<file path="config.mk">
export PLATFORM = sky130hd
export DESIGN_NAME = switch_arbiter
export DESIGN_NICKNAME = d
export VERILOG_FILES = /design/src/rtl/swarb_pkg.sv /design/src/rtl/lrs_rank_arb.sv /design/src/rtl/input_nominator.sv /design/src/rtl/switch_arbiter.sv
export SDC_FILE = /design/constraint.sdc
export NUM_CORES = 1
export LEC_CHECK = 0
export ABC_CLOCK_PERIOD_IN_PS = 44100
export BUFFER_PORTS_ARGS = -buffer_cell sky130_fd_sc_hd__buf_2
export CAP_MARGIN = 20
export CORE_ASPECT_RATIO = 0.6
export CORE_MARGIN = 1
export CORE_UTILIZATION = 50
export DETAILED_ROUTE_END_ITERATION = 8
export GPL_ROUTABILITY_DRIVEN = 0
export PLACE_DENSITY_LB_ADDON = 0.15
export RECOVER_POWER = 25
export SLEW_MARGIN = 20
export SYNTH_ARGS = -nofsm -noshare
export SYNTH_HDL_FRONTEND = slang
export SYNTH_HIERARCHICAL = 1
export SYNTH_SLANG_ARGS = --single-unit
</file>
<file path="constraint.sdc">
create_clock -name clk -period 44.1 [get_ports clk]
set_clock_uncertainty 0.15 [all_clocks]
set_input_delay 8.82 -clock clk [delete_from_list [all_inputs] [get_ports clk]]
set_output_delay 8.82 -clock clk [all_outputs]
set_load 0.005 [all_outputs]
</file>
<file path="src/rtl/swarb_pkg.sv">
// Package: shared ranking type for the crossbar allocator.
// Assumes rank is compared as an unsigned number, larger wins.
package swarb_pkg;
    // Rank: bit 1 = arrived from network, bit 0 = response class
    typedef logic [1:0] rank_t;

    // Build the rank so the network-over-injection rule outweighs class
    function automatic rank_t make_rank(input logic injected, input logic response);
        return {~injected, response};
    endfunction
endpackage

</file>
<file path="src/rtl/lrs_rank_arb.sv">
// Ranked least-recently-selected arbiter.
// Picks, among requesters holding the highest rank, the one granted
// least recently. Keeps an N x N age matrix: older[a][b] = 1 means a
// has precedence over b. Assumes upd is only meaningful when a winner
// exists; the matrix is left alone otherwise.
module lrs_rank_arb
    import swarb_pkg::*;
#(
    parameter int N = 4
) (
    input  logic          clk,
    input  logic          rst_n,
    input  logic [N-1:0]  req,
    input  rank_t         rank [N],
    input  logic          upd,
    output logic [N-1:0]  win
);
    logic [N-1:0] older [N];
    rank_t        top_rank;
    logic [N-1:0] elig;

    // Find the best rank present among requesters
    always_comb begin
        top_rank = '0;
        for (int c = 0; c < N; c++)
            if (req[c] && rank[c] > top_rank) top_rank = rank[c];
    end

    // Keep the top-ranked requesters, then the oldest among them
    always_comb begin
        for (int c = 0; c < N; c++) elig[c] = req[c] && (rank[c] == top_rank);
        for (int c = 0; c < N; c++) begin
            win[c] = elig[c];
            for (int d = 0; d < N; d++)
                if (d != c && elig[d] && !older[c][d]) win[c] = 1'b0;
        end
    end

    // Age update: the winner becomes the youngest
    always_ff @(posedge clk) begin
        if (!rst_n) begin
            for (int a = 0; a < N; a++)
                for (int b = 0; b < N; b++) older[a][b] <= (a < b);
        end else if (upd && |win) begin
            for (int a = 0; a < N; a++)
                for (int b = 0; b < N; b++)
                    if (a != b) begin
                        if (win[a])      older[a][b] <= 1'b0;
                        else if (win[b]) older[a][b] <= 1'b1;
                    end
        end
    end
endmodule

</file>
<file path="src/rtl/input_nominator.sv">
// Per-input local stage: offers one buffered packet per cycle.
// An entry qualifies if it is ready, its target output is open, and
// the input holds no path. The age order advances only when the
// offered entry is actually granted by the output stage.
module input_nominator
    import swarb_pkg::*;
#(
    parameter int DEPTH = 4,
    parameter int NOUT  = 4,
    localparam int OW   = (NOUT > 1) ? $clog2(NOUT) : 1,
    localparam int EW   = (DEPTH > 1) ? $clog2(DEPTH) : 1
) (
    input  logic              clk,
    input  logic              rst_n,
    input  logic [DEPTH-1:0]  rdy,
    input  logic [OW-1:0]     tgt [DEPTH],
    input  logic [DEPTH-1:0]  rsp,
    input  logic [DEPTH-1:0]  inj,
    input  logic [NOUT-1:0]   out_open,
    input  logic              held,
    input  logic              granted,
    output logic              nom_vld,
    output logic [EW-1:0]     nom_ent,
    output logic [OW-1:0]     nom_tgt,
    output rank_t             nom_rank
);
    logic [DEPTH-1:0] cand;
    rank_t            erank [DEPTH];
    logic [DEPTH-1:0] pick;

    // Qualify entries and rank them
    always_comb begin
        for (int e = 0; e < DEPTH; e++) begin
            cand[e]  = rdy[e] && out_open[tgt[e]] && !held;
            erank[e] = make_rank(inj[e], rsp[e]);
        end
    end

    lrs_rank_arb #(.N(DEPTH)) u_arb (
        .clk   (clk),
        .rst_n (rst_n),
        .req   (cand),
        .rank  (erank),
        .upd   (granted),
        .win   (pick)
    );

    // Encode the one-hot pick into the offered entry's fields
    always_comb begin
        nom_vld  = |pick;
        nom_ent  = '0;
        nom_tgt  = '0;
        nom_rank = '0;
        for (int e = 0; e < DEPTH; e++)
            if (pick[e]) begin
                nom_ent  = EW'(e);
                nom_tgt  = tgt[e];
                nom_rank = erank[e];
            end
    end
endmodule

</file>
<file path="src/rtl/switch_arbiter.sv">
// Top: two-level crossbar allocator for a cut-through router.
// One input_nominator per input offers a packet; one ranked LRS
// arbiter per output picks among offers aimed at it. A grant holds the
// output from the next cycle until the edge after the tail pulse.
// Assumes the buffer withdraws a granted entry's ready flag itself.
module switch_arbiter
    import swarb_pkg::*;
#(
    parameter int NIN   = 4,
    parameter int NOUT  = 4,
    parameter int DEPTH = 4,
    localparam int OW   = (NOUT > 1) ? $clog2(NOUT) : 1,
    localparam int EW   = (DEPTH > 1) ? $clog2(DEPTH) : 1,
    localparam int IW   = (NIN > 1) ? $clog2(NIN) : 1
) (
    input  logic                     clk,
    input  logic                     rst_n,
    input  logic [NIN*DEPTH-1:0]     ent_rdy,
    input  logic [NIN*DEPTH*OW-1:0]  ent_tgt,
    input  logic [NIN*DEPTH-1:0]     ent_rsp,
    input  logic [NIN*DEPTH-1:0]     ent_inj,
    input  logic [NOUT-1:0]          out_free,
    input  logic [NIN-1:0]           pkt_tail,
    output logic [NIN-1:0]           gnt_vld,
    output logic [NIN*EW-1:0]        gnt_ent,
    output logic [NOUT-1:0]          xbar_vld,
    output logic [NOUT*IW-1:0]       xbar_src
);
    logic [NOUT-1:0] out_open;
    logic [NIN-1:0]  held;
    logic [NIN-1:0]  nom_vld;
    logic [EW-1:0]   nom_ent  [NIN];
    logic [OW-1:0]   nom_tgt  [NIN];
    rank_t           nom_rank [NIN];
    logic [NIN-1:0]  gwin     [NOUT];
    logic [IW-1:0]   src_q    [NOUT];

    // An output is open when downstream is free and no packet is in flight
    assign out_open = out_free & ~xbar_vld;

    // An input is held while any output is connected to it
    always_comb begin
        held = '0;
        for (int o = 0; o < NOUT; o++)
            if (xbar_vld[o]) held[src_q[o]] = 1'b1;
    end

    // Local stage, one per input
    for (genvar i = 0; i < NIN; i++) begin : g_in
        logic [OW-1:0] tgt_i [DEPTH];
        for (genvar e = 0; e < DEPTH; e++) begin : g_ent
            assign tgt_i[e] = ent_tgt[(i*DEPTH+e)*OW +: OW];
        end
        input_nominator #(.DEPTH(DEPTH), .NOUT(NOUT)) u_nom (
            .clk      (clk),
            .rst_n    (rst_n),
            .rdy      (ent_rdy[i*DEPTH +: DEPTH]),
            .tgt      (tgt_i),
            .rsp      (ent_rsp[i*DEPTH +: DEPTH]),
            .inj      (ent_inj[i*DEPTH +: DEPTH]),
            .out_open (out_open),
            .held     (held[i]),
            .granted  (gnt_vld[i]),
            .nom_vld  (nom_vld[i]),
            .nom_ent  (nom_ent[i]),
            .nom_tgt  (nom_tgt[i]),
            .nom_rank (nom_rank[i])
        );
        assign gnt_ent[i*EW +: EW] = nom_ent[i];
    end

    // Global stage, one per output
    for (genvar o = 0; o < NOUT; o++) begin : g_out
        logic [NIN-1:0] oreq;
        always_comb begin
            for (int i = 0; i < NIN; i++)
                oreq[i] = nom_vld[i] && (nom_tgt[i] == OW'(o));
        end
        lrs_rank_arb #(.N(NIN)) u_arb (
            .clk   (clk),
            .rst_n (rst_n),
            .req   (oreq),
            .rank  (nom_rank),
            .upd   (1'b1),
            .win   (gwin[o])
        );
        assign xbar_src[o*IW +: IW] = src_q[o];
    end

    // Collect grants: each input offers one target, so at most one output grants it
    always_comb begin
        gnt_vld = '0;
        for (int o = 0; o < NOUT; o++) gnt_vld = gnt_vld | gwin[o];
    end

    // Path hold: set on grant, clear at the edge after the holder's tail
    always_ff @(posedge clk) begin
        if (!rst_n) begin
            xbar_vld <= '0;
            for (int o = 0; o < NOUT; o++) src_q[o] <= '0;
        end else begin
            for (int o = 0; o < NOUT; o++) begin
                if (xbar_vld[o]) begin
                    if (pkt_tail[src_q[o]]) xbar_vld[o] <= 1'b0;
                end else if (|gwin[o]) begin
                    xbar_vld[o] <= 1'b1;
                    for (int i = 0; i < NIN; i++)
                        if (gwin[o][i]) src_q[o] <= IW'(i);
                end
            end
        end
    end
endmodule

</file>
==> summary.txt, run 1 <==
Floorplan
  – Initial cell density of the core: 0.517
  – Die Area: approximately 26000 sq um
  – Core Region: around 24000 sq um
  – Cell Rows: 44
  – Width of the die: between 200 and 250 um
  – Die H: approximately 130 um
  – I/O Pins: roughly 110

Synthesis
  – Syn Std Cell Area: 12700 sq um
  – Post-Synthesis Cells: between 1000 and 1500
  – #FFs+latches synth: 108
  – Top cell type's share of synthesized area: 0.209
  – Yosys cell types: ~110
  – Largest cells by area after synthesis: edfxtp_1, ha_1, inv_1, nor2_1, dfxtp_1
  – Synth area leader: edfxtp_1
  – Mean Syn Cell Area: approximately 8.9 sq um
  – Sequential share of the synthesized area: 0.240
  – EDFF count, synth: slightly below 90
  – Synth cell count leaders: inv_1, nor2_1, edfxtp_1, nand2_1, o21ai_0
  – Main flop type after synthesis: edfxtp_1
  – Number of synthesis warnings: 6
  – Most numerous cell in the Yosys netlist: inv_1
  – Synth async-reset ratio: 0

Power and ir drop
  – Pleak: between 0.005 and 0.006 uW
  – P_sw: ~300 uW
  – Power Density: roughly 45 nW/um^2
  – Sw frac: 0.493
  – Clock share of power: 0.136
  – Sequential share of power: 0.227
  – Combinational cell fraction of total power: 0.637
  – Max IR drop VDD: approximately 0.033 mV
  – Internal: between 300 and 400 uW

Global route
  – Total Routing Usage GR: 0.278
  – Met2 Use GR: 0.382
  – Global-route met1 utilization: 0.445
  – Grt ovf: 0
  – Vias in the first global route: ~11000
  – Pin count of the biggest net entering global routing: 57
  – Initial antenna violation count: 2
  – GRT busiest layer: met1
  – Global-route wire length before repair: ~58 mm
  – M3 GR Usage: 0.0497

Worst hold path
  – Hold WC Path Type: flip-flop to flip-flop
  – Hold path endpoint: g_in[2].u_nom/u_arb/older[0][1]
  – Hold Crit Start: g_in[2].u_nom/u_arb/older[0][1]
  – Hold Crit Depth: 2

Final layout
  – Register area: 3040 sq um
  – Final core occ: 0.565
  – Fillers: between 2000 and 2500
  – Area delta synth->final: 9.23%
  – Nets: between 1500 and 2000
  – Share of layout cells above drive strength 1: 0.204
  – Multi-input logic area: around 8900 sq um

Timing
  – Highest Clock Rate: 0.0298 GHz
  – Final Hold Fails: 0
  – Setup Viol. Count Final: 0
  – Period utilization: 0.761
  – Pins Over Slew Limit: 0
  – RSZ-0062 raised after global routing: no
  – Slew @ Worst Pin: roughly 1200 ps
  – Rel. slew slack: 0.196
  – Final setup TNS: 0 ps
  – Fin crit period: around 34000 ps

Route
  – Vias per inst: about 6.3
  – Drt pass-1 iters: 5
  – Vias: about 12000
  – DRC Markers: 0
  – Wire per inst: 19.2 um
  – Wirelength, routed: about 36 mm
  – Antenna Nets Post-Route: 0
  – First DRT Iteration DRCs: about 1100

Setup path
  – Critical path's largest stage delay: between 900 and 1000 ps
  – Flop-to-flop setup slack: between 20000 and 30000 ps
  – Worst Setup End Kind: output pin
  – R2R Path End: g_in[2].u_nom/u_arb/older[0][3]
  – Critical Path RT: about 35000 ps
  – Worst Path Max Fanout: 16
  – Arr. time, crit path: roughly 25000 ps
  – CP max-delay cell: o21ai_0
  – Worst Reg-to-Reg Cells: 52
  – CP Launch Type: input port
  – Critical path type: input port to output pin
  – FF-to-FF Start: xbar_vld[2]

Flow run
  – Max-capacitance violation count: 0

Clock network
  – # resized after CTS: 0
  – Setup Fix Bufs, Post-CTS: 0
  – Hold-fix buffers at CTS: 0
  – H-tree levels: 3
  – Clock root buffer: clkbuf_16
  – Sinks on Clock Net: around 110
  – CTS Buffer Depth: 2
  – Clk_lat worst skew: 380 ps
  – CTS tree: built
  – Clock-pin slew on the worst setup and hold paths: ~80 ps
  – CTS Buf Count: 9

Place
  – Port bufs: approximately 110
  – DP Wirelength: approximately 28 mm

Run status
  – Outcome: finished, final reports clean
## metrics by stage
step | total power, uW | std cells | worst slack (ps) | hold slack [ps] | instance area [sq um]
4_1_cts | 618 | 1883 | 13920 | 337 | 14000
2_1_floorplan | 431 | 1452 | 15310 | 296 | 12800
6_report | 617 | 1884 | 10540 | 337 | 13800
5_1_grt | 659 | 1883 | 9240 | 358 | 13800
3_3_place_gp | 526 | 1867 | 14170 | 319 | 13700
3_5_place_dp | 532 | 1867 | 13980 | 324 | 13700
## per-layer routing
metal / wire, um / up-vias
li1: - / 5653
met1: 18700 / 5660
met2: 14300 / 470
met3: 2880 / 28
met4: 314 / 0
met5: 0 / -
## worst max-delay path by stage
stage                startpoint          to  slack (ps)  cells past startpoint
floorplan           out_free[1]  gnt_vld[0]       15310                     46
CTS                 out_free[2]  gnt_vld[0]       13920                     45
global placement    out_free[2]  gnt_vld[0]       14170                     45
finish              out_free[2]  gnt_vld[2]       10540                     51
detailed placement  out_free[2]  gnt_vld[0]       13980                     45
global route        out_free[2]  gnt_vld[2]        9240                     51
## cells in the final DEF, fill, tap and decap left out, types with 37 or more instances in the layout
cell      count
nand2_1      87
edfxtp_1     88
mux2i_1      37
ha_1         48
inv_1       126
o21ai_0      77
nor2b_1      62
nand3_1      45
buf_2       108
nor2_1      111
## state kept, by name, summed over array words and instances (netlist names)
name,flops
g_out.u_arb/older,48
g_in.u_nom/u_arb/older,48
src_q,8
xbar_vld,4
## cell type report
cell class                 instances  area share
tap                              322      0.0291
clock buffer                       9      0.0163
inverter                         133      0.0365
timing repair buffer             126      0.0478
sequential                       108       0.220
multi-input combinational       1178       0.645
antenna                            1    0.000181
clock inverter                     7     0.00498
## power by group through the flow
stage | clock (uW) | sequential, uW | combinational, uW
2_1_floorplan | 0 | 135 | 295
3_3_place_gp | 0 | 141 | 384
3_5_place_dp | 0 | 142 | 390
4_1_cts | 86.4 | 139 | 393
5_1_grt | 89.5 | 141 | 429
6_report | 84.1 | 140 | 393
## logic make-up after synthesis
group / synth area share
AND/OR/NAND/NOR: 0.275
adder cells (fa/ha/maj): 0.0474
multiplexers: 0.0364
buffers and inverters: 0.0521
XOR/XNOR: 0.0235
other: 0.000296
flip-flops: 0.240
AO/OA/AOI/OAI: 0.325
## critical path, delay by kind of cell
kind,cells,cell delay [ps]
multiplexers,1,160
buffers and inverters,6,770
XOR/XNOR,1,180
AO/OA/AOI/OAI,20,8180
AND/OR/NAND/NOR,17,4650
adder cells (fa/ha/maj),6,1790
Power figures use the tool's default switching activity.
==> inputs of run 2 (changes only) <==
--- a/config.mk
+++ b/config.mk
@@ -5,7 +5,7 @@
 export SDC_FILE = /design/constraint.sdc
 export NUM_CORES = 1
 export LEC_CHECK = 0
-export ABC_CLOCK_PERIOD_IN_PS = 44100
+export ABC_CLOCK_PERIOD_IN_PS = 35100
 export BUFFER_PORTS_ARGS = -buffer_cell sky130_fd_sc_hd__buf_2
 export CAP_MARGIN = 20
 export CORE_ASPECT_RATIO = 0.6
==> constraint.sdc (replaced) <==
create_clock -name clk -period 35.1 [get_ports clk]
set_clock_uncertainty 0.15 [all_clocks]
set_input_delay 7.02 -clock clk [delete_from_list [all_inputs] [get_ports clk]]
set_output_delay 7.02 -clock clk [all_outputs]
set_load 0.005 [all_outputs]
==> run 2 against run 1 <==
  * Power rose by 27%
  * Global-route usage rose by 0.52 points
  * Via count rose by 0.50%
  * Largest cell class unchanged
  * First-iteration DRC count rose by 22%
  * Flip-flop and latch count did not move
  * Sequential share of layout area barely moved
  * Non-clock buffer count did not move
  * Critical path type unchanged
  * Die area did not move
  * Register-to-register slack got worse by 8900 ps
  * Largest power group unchanged
  * The flow now finishes with violations (capacitance limit, slew limit)
  * Cell count barely moved
  * Worst setup slack got worse by 5400 ps
==> summary.txt, run 2 (synthesis results as in run 1) <==
Timing
  – RSZ-0062 raised after global routing: no
  – Period utilization: 0.854
  – Final setup TNS: 0 ps (unchanged)
  – Highest Clock Rate: 0.0334 GHz
  – Rel. slew slack: -0.626 (-0.822)
  – Slew @ Worst Pin: 2410 ps (+1200 ps)
  – Fin crit period: about 30000 ps
  – Final Hold Fails: 0 (unchanged)
  – Pins Over Slew Limit: 17 (+17)
  – Setup Viol. Count Final: 0 (unchanged)

Final layout
  – Commonest non-fill, non-tap cell in the layout: inv_1
  – Fillers: 2223 (-1.2%)
  – Multi-input logic area: 8940 sq um (+0.17%)
  – Register area: 3040 sq um (unchanged)
  – # diodes: 0 (-1)
  – Nets: 1694 (unchanged)
  – Most frequent cells in the layout: inv_1, nor2_1, buf_2, edfxtp_1, nand2_1
  – Regs by FF count: g_in.u_nom/u_arb/older x48, g_out.u_arb/older x48, src_q x8
  – Share of layout cells above drive strength 1: 0.210 (+0.00577)
  – Area delta synth->final: 9.47%
  – Design area: 13900 sq um (+0.22%)

Clock network
  – CTS Buffer Depth: 2 (unchanged)
  – Hold-fix buffers at CTS: 0 (unchanged)
  – CTS tree: built
  – # resized after CTS: 0 (unchanged)
  – Clk_lat worst skew: 380 ps (about the same)
  – Clock-pin slew on the worst setup and hold paths: 70 ps (about the same)
  – Clock root buffer: clkbuf_16
  – H-tree levels: 3 (unchanged)
  – CTS Buf Count: 9 (unchanged)
  – Setup Fix Bufs, Post-CTS: 0 (unchanged)
  – Sinks on Clock Net: 108 (unchanged)

Worst hold path
  – Hold Crit Depth: 2 (unchanged)
  – Hold WC Path Type: flip-flop to flip-flop
  – Hold Crit Start: g_in[3].u_nom/u_arb/older[0][1]
  – Hold path endpoint: g_in[3].u_nom/u_arb/older[0][1]

Setup path
  – Worst Path Max Fanout: 16 (unchanged)
  – Crit path buf inv count: 4 (-2)
  – Flop-to-flop setup slack: 17830 ps (-8940 ps)
  – Most frequent cell on the critical path: ha_1
  – CP max-delay cell: nor4b_1
  – CP Launch Type: input port
  – Critical path type: input port to output pin
  – R2R Path End: g_in[3].u_nom/u_arb/older[0][3]
  – Arr. time, crit path: 22810 ps (-1780 ps)
  – Critical path's largest stage delay: 1880 ps (+970 ps)
  – Worst Setup End Kind: output pin
  – Critical Path RT: 27930 ps (-7200 ps)
  – Worst Reg-to-Reg Cells: 50 (-3.8%)
  – CP delay by family, top: simple AND/OR/NAND/NOR gates
  – FF-to-FF Start: xbar_vld[0]

Route
  – Vias per inst: 6.30 (+0.55%)
  – Antenna Nets Post-Route: 0 (unchanged)
  – Vias: 11900 (+0.50%)
  – DRC Markers: 0 (unchanged)
  – Wirelength, routed: 36.6 mm (+1.0%)
  – Drt pass-1 iters: 6 (+1)
  – Wire per inst: 19.4 um (+1.1%)
  – First DRT Iteration DRCs: 1339 (+22%)

Floorplan
  – Die Area: 26000 sq um (unchanged)
  – Core Region: 24500 sq um (unchanged)
  – I/O Pins: 114 (unchanged)
  – Initial cell density of the core: 0.517 (unchanged)
  – Width of the die: 207 um (unchanged)
  – Die H: 125 um (unchanged)
  – Cell Rows: 44 (unchanged)

Global route
  – Vias in the first global route: 10700 (+0.95%)
  – Initial antenna violation count: 1 (-1)
  – Pin count of the biggest net entering global routing: 57 (unchanged)
  – Grt ovf: 0 (unchanged)
  – Global-route wire length before repair: 58.9 mm (+1.5%)
  – Total Routing Usage GR: 0.283 (+0.00516)

Place
  – DP Wirelength: 28.6 mm (+1.2%)
  – Placed cell area: 13700 sq um (unchanged)
  – Port bufs: 113 (unchanged)

Flow run
  – Max-capacitance violation count: 1 (+1)

Power and ir drop
  – Overall power: 781 uW (+27%)
  – Power Density: 56.4 nW/um^2 (+26%)
  – Pleak: 0.00570 uW (+0.56%)
  – Max IR drop VDD: 0.0292 mV (-13%)

Run status
  – Failing checks: capacitance limit, slew limit
  – Outcome: finished with violations
run 2: area by class of cell:
type                            count  area share
Multi-Input combinational cell   1178       0.645
Sequential cell                   108       0.220
Timing Repair Buffer              126      0.0478
Inverter                          133      0.0364
Tap cell                          322      0.0291
Clock buffer                       11      0.0175
Clock inverter                      5     0.00478
run 2: how the worst max path moves through the flow:
| stage | start | end | slack (ps) | cells past startpoint |
|---|---|---|---|---|
| final | out_free[0] | gnt_vld[3] | 5120 | 49 |
| after global routing | out_free[0] | gnt_vld[0] | 3730 | 49 |
| after CTS | out_free[0] | gnt_vld[0] | 8250 | 46 |
| after detailed placement | out_free[0] | gnt_vld[0] | 8290 | 46 |
| after global placement | out_free[0] | gnt_vld[0] | 8410 | 46 |
| after floorplan | out_free[1] | gnt_vld[0] | 9910 | 46 |
run 2: metrics by stage:
step / instances / utilization / setup WS [ps] / hold slack (ps)
global route: 1883 / 0.566 / 3730 / 362
finish: 1883 / 0.566 / 5120 / 332
CTS: 1883 / 0.571 / 8250 / 334
detailed placement: 1867 / 0.558 / 8290 / 325
global placement: 1867 / 0.558 / 8410 / 320
floorplan: 1452 / - / 9910 / 296
run 2: per-layer routing:
layer  share of wire  GRT usage
met1            0.51      0.456
met2            0.39      0.380
met3           0.081     0.0520
met4           0.011     0.0549
met5               0          0
run 2: power breakdown:
| part | leakage [uW] | internal (uW) | switching [uW] |
|---|---|---|---|
| Sequential | 0.000944 | 160 | 15.3 |
| Clock | 0.000154 | 58.5 | 52.8 |
| Combinational | 0.00461 | 183 | 311 |
| Total | 0.00570 | 402 | 379 |
run 2: worst register-to-register path, delay by kind of cell (launching register included):
kind            cells  cell delay (ps)
simple gates       23             8090
compound gates     19             6270
fa+ha+maj           6             1830
flops               1              450
buf+inv             2              200
==> inputs of run 3 (changes only) <==
--- a/config.mk
+++ b/config.mk
@@ -11,6 +11,7 @@
 export CORE_ASPECT_RATIO = 0.6
 export CORE_MARGIN = 1
 export CORE_UTILIZATION = 50
+export CTS_BUF_LIST = sky130_fd_sc_hd__clkbuf_8
 export DETAILED_ROUTE_END_ITERATION = 8
 export GPL_ROUTABILITY_DRIVEN = 0
 export PLACE_DENSITY_LB_ADDON = 0.15
==> run 3 against run 2 <==
  * The run still ends with capacitance limit, slew limit left
  * Largest power group unchanged
  * Worst hold slack improved by 2.3 ps
  * First-iteration DRC count increased by 0.37%
  * Flip-flop and latch count unchanged
  * Register-to-register slack improved by 300 ps
  * Global-route usage decreased by 0.15 points
  * Critical endpoint is now gnt_vld[0]
  * Via count about the same
  * Fmax increased by 0.62%
  * Highest routed layer unchanged
  * Count of clock-buffer cells in the layout decreased by 1
  * Clock power decreased by 22%
  * Routed wire length decreased by 0.49%
  * Worst setup slack improved by 180 ps
==> summary.txt, run 3 (synthesis results as in run 1) <==
Timing
  – Final Hold Fails: 0 (unchanged)
  – Setup Viol. Count Final: 0 (unchanged)
  – Final setup TNS: 0 ps (unchanged)
  – Highest Clock Rate: 0.0336 GHz (+0.62%)
  – Fin crit period: 29790 ps (-184 ps)
  – RSZ-0062 raised after global routing: no
  – Final worst setup slack: 5310 ps (+184 ps)
  – Final Hold Slack: 334 ps (+2.28 ps)
  – Slew @ Worst Pin: 2380 ps (-21.8 ps)
  – Period utilization: 0.849 (-0.00523)
  – Pins Over Slew Limit: 17 (unchanged)
  – Rel. slew slack: -0.611 (+0.0148)

Setup path
  – CP max-delay cell: nor4b_1
  – Most frequent cell on the critical path: nor2b_1
  – Worst Reg-to-Reg Cells: 50 (unchanged)
  – R2R Path End: g_in[3].u_nom/u_arb/older[0][3]
  – Critical path's largest stage delay: 1870 ps (about the same)
  – Worst Setup End Kind: output pin
  – Critical Path RT: 27930 ps (about the same)
  – Worst Path Max Fanout: 16 (unchanged)
  – Arr. time, crit path: 22620 ps (-190 ps)
  – CP Launch Type: input port
  – Flop-to-flop setup slack: 18130 ps (+300 ps)
  – Critical path type: input port to output pin
  – FF-to-FF Start: xbar_vld[0]

Power and ir drop
  – Combinational cell fraction of total power: 0.654 (+0.021)
  – Clock share of power: 0.114 (-0.029)
  – Sequential share of power: 0.232 (+0.007)
  – Power Density: 55.0 nW/um^2 (-2.4%)
  – Sw frac: 0.499 (+0.0132)
  – Internal: 380 uW (-5.6%)
  – Pleak: 0.00566 uW (-0.74%)
  – Max IR drop VDD: 0.0301 mV (+3.2%)
  – Overall power: 757 uW (-3.1%)
  – P_sw: 378 uW (-0.48%)

Clock network
  – CTS Buf Count: 9 (unchanged)
  – CTS tree: built
  – Hold-fix buffers at CTS: 0 (unchanged)
  – Clock-pin slew on the worst setup and hold paths: 110 ps (+40 ps)
  – Clock root buffer: clkbuf_8
  – # resized after CTS: 0 (unchanged)
  – Clk_lat worst skew: 440 ps (+60 ps)
  – Sinks on Clock Net: 108 (unchanged)
  – CTS Buffer Depth: 2 (unchanged)
  – Setup Fix Bufs, Post-CTS: 0 (unchanged)
  – H-tree levels: 3 (unchanged)

Floorplan
  – Width of the die: 207 um (unchanged)
  – Die H: 125 um (unchanged)
  – Die Area: 26000 sq um (unchanged)
  – Cell Rows: 44 (unchanged)
  – Core Region: 24500 sq um (unchanged)
  – Initial cell density of the core: 0.517 (unchanged)
  – I/O Pins: 114 (unchanged)

Place
  – Port bufs: 113 (unchanged)
  – Worst slack, placed: 8290 ps (unchanged)
  – DP Wirelength: 28.6 mm (unchanged)

Global route
  – Grt ovf: 0 (unchanged)
  – Pin count of the biggest net entering global routing: 57 (unchanged)
  – Vias in the first global route: 10600 (-0.66%)
  – Initial antenna violation count: 1 (unchanged)
  – Total Routing Usage GR: 0.281 (-0.00148)
  – Global-route wire length before repair: 58.5 mm (-0.66%)

Route
  – First DRT Iteration DRCs: 1344 (+0.37%)
  – DRC Markers: 0 (unchanged)
  – Wire per inst: 19.3 um (-0.49%)
  – Drt pass-1 iters: 5 (-1)
  – Wirelength, routed: 36.4 mm (-0.49%)
  – Antenna Nets Post-Route: 0 (unchanged)
  – Vias per inst: 6.30 (about the same)
  – Vias: 11900 (+0.017%)

Final layout
  – Area delta synth->final: 8.73%
  – Commonest non-fill, non-tap cell in the layout: inv_1
  – Nets: 1694 (unchanged)
  – Final core occ: 0.562 (-0.00383)
  – Multi-input logic area: 8940 sq um (about the same)
  – Regs by FF count: g_in.u_nom/u_arb/older x48, g_out.u_arb/older x48, src_q x8
  – # diodes: 0 (unchanged)
  – Share of layout cells above drive strength 1: 0.210 (unchanged)
  – Fillers: 2222 (-0.045%)
  – Register area: 3040 sq um (unchanged)
  – Most frequent cells in the layout: inv_1, nor2_1, buf_2, edfxtp_1, nand2_1

Flow run
  – Max-capacitance violation count: 1 (unchanged)

Run status
  – Failing checks: capacitance limit, slew limit
  – Outcome: finished with violations

Worst hold path
  – Hold Crit Depth: 2 (unchanged)
  – Hold Crit Start: g_in[3].u_nom/u_arb/older[0][1]
  – Hold WC Path Type: flip-flop to flip-flop
  – Hold path endpoint: g_in[3].u_nom/u_arb/older[0][1]
==> run 3: area by class of cell <==
class | instances | share of cell area
Tap cell | 322 | 0.0293
Clock buffer | 10 | 0.0100
Timing Repair Buffer | 126 | 0.0482
Inverter | 133 | 0.0366
Sequential cell | 108 | 0.221
Clock inverter | 6 | 0.00509
Multi-Input combinational cell | 1178 | 0.650
==> run 3: worst max path at each step <==
stage                      from    endpoint  slack [ps]
detailed placement  out_free[0]  gnt_vld[0]        8290
global placement    out_free[0]  gnt_vld[0]        8410
finish              out_free[0]  gnt_vld[0]        5310
floorplan           out_free[1]  gnt_vld[0]        9910
global route        out_free[0]  gnt_vld[0]        3710
CTS                 out_free[0]  gnt_vld[0]        8280
==> run 3: metal layers <==
| metal | GRT usage | part of all wire | vias to the layer above |
|---|---|---|---|
| li1 | - | - | 5672 |
| met1 | 0.456 | 0.51 | 5675 |
| met2 | 0.377 | 0.40 | 500 |
| met3 | 0.0487 | 0.083 | 25 |
| met4 | 0.0571 | 0.011 | 0 |
| met5 | 0 | 0 | - |
==> run 3: power groups by stage <==
| stage | clock network [uW] | registers [uW] | logic, uW |
|---|---|---|---|
| finish | 86.1 | 176 | 496 |
| global route | 92.1 | 177 | 541 |
| CTS | 88.7 | 175 | 494 |
| detailed placement | 0 | 178 | 492 |
| global placement | 0 | 178 | 483 |
| floorplan | 0 | 170 | 371 |
==> run 3: per-stage QoR <==
step | area [sq um] | instances
final | 13800 | 1883
after global placement | 13700 | 1867
after floorplan | 12800 | 1452
after detailed placement | 13700 | 1867
after global routing | 13800 | 1883
after CTS | 13900 | 1883
==> run 3: critical path, delay by kind of cell <==
family,cells,cell delay (ps)
adder cells (fa/ha/maj),6,1780
AO/OA/AOI/OAI,21,7180
AND/OR/NAND/NOR,18,6210
buffers and inverters,4,420
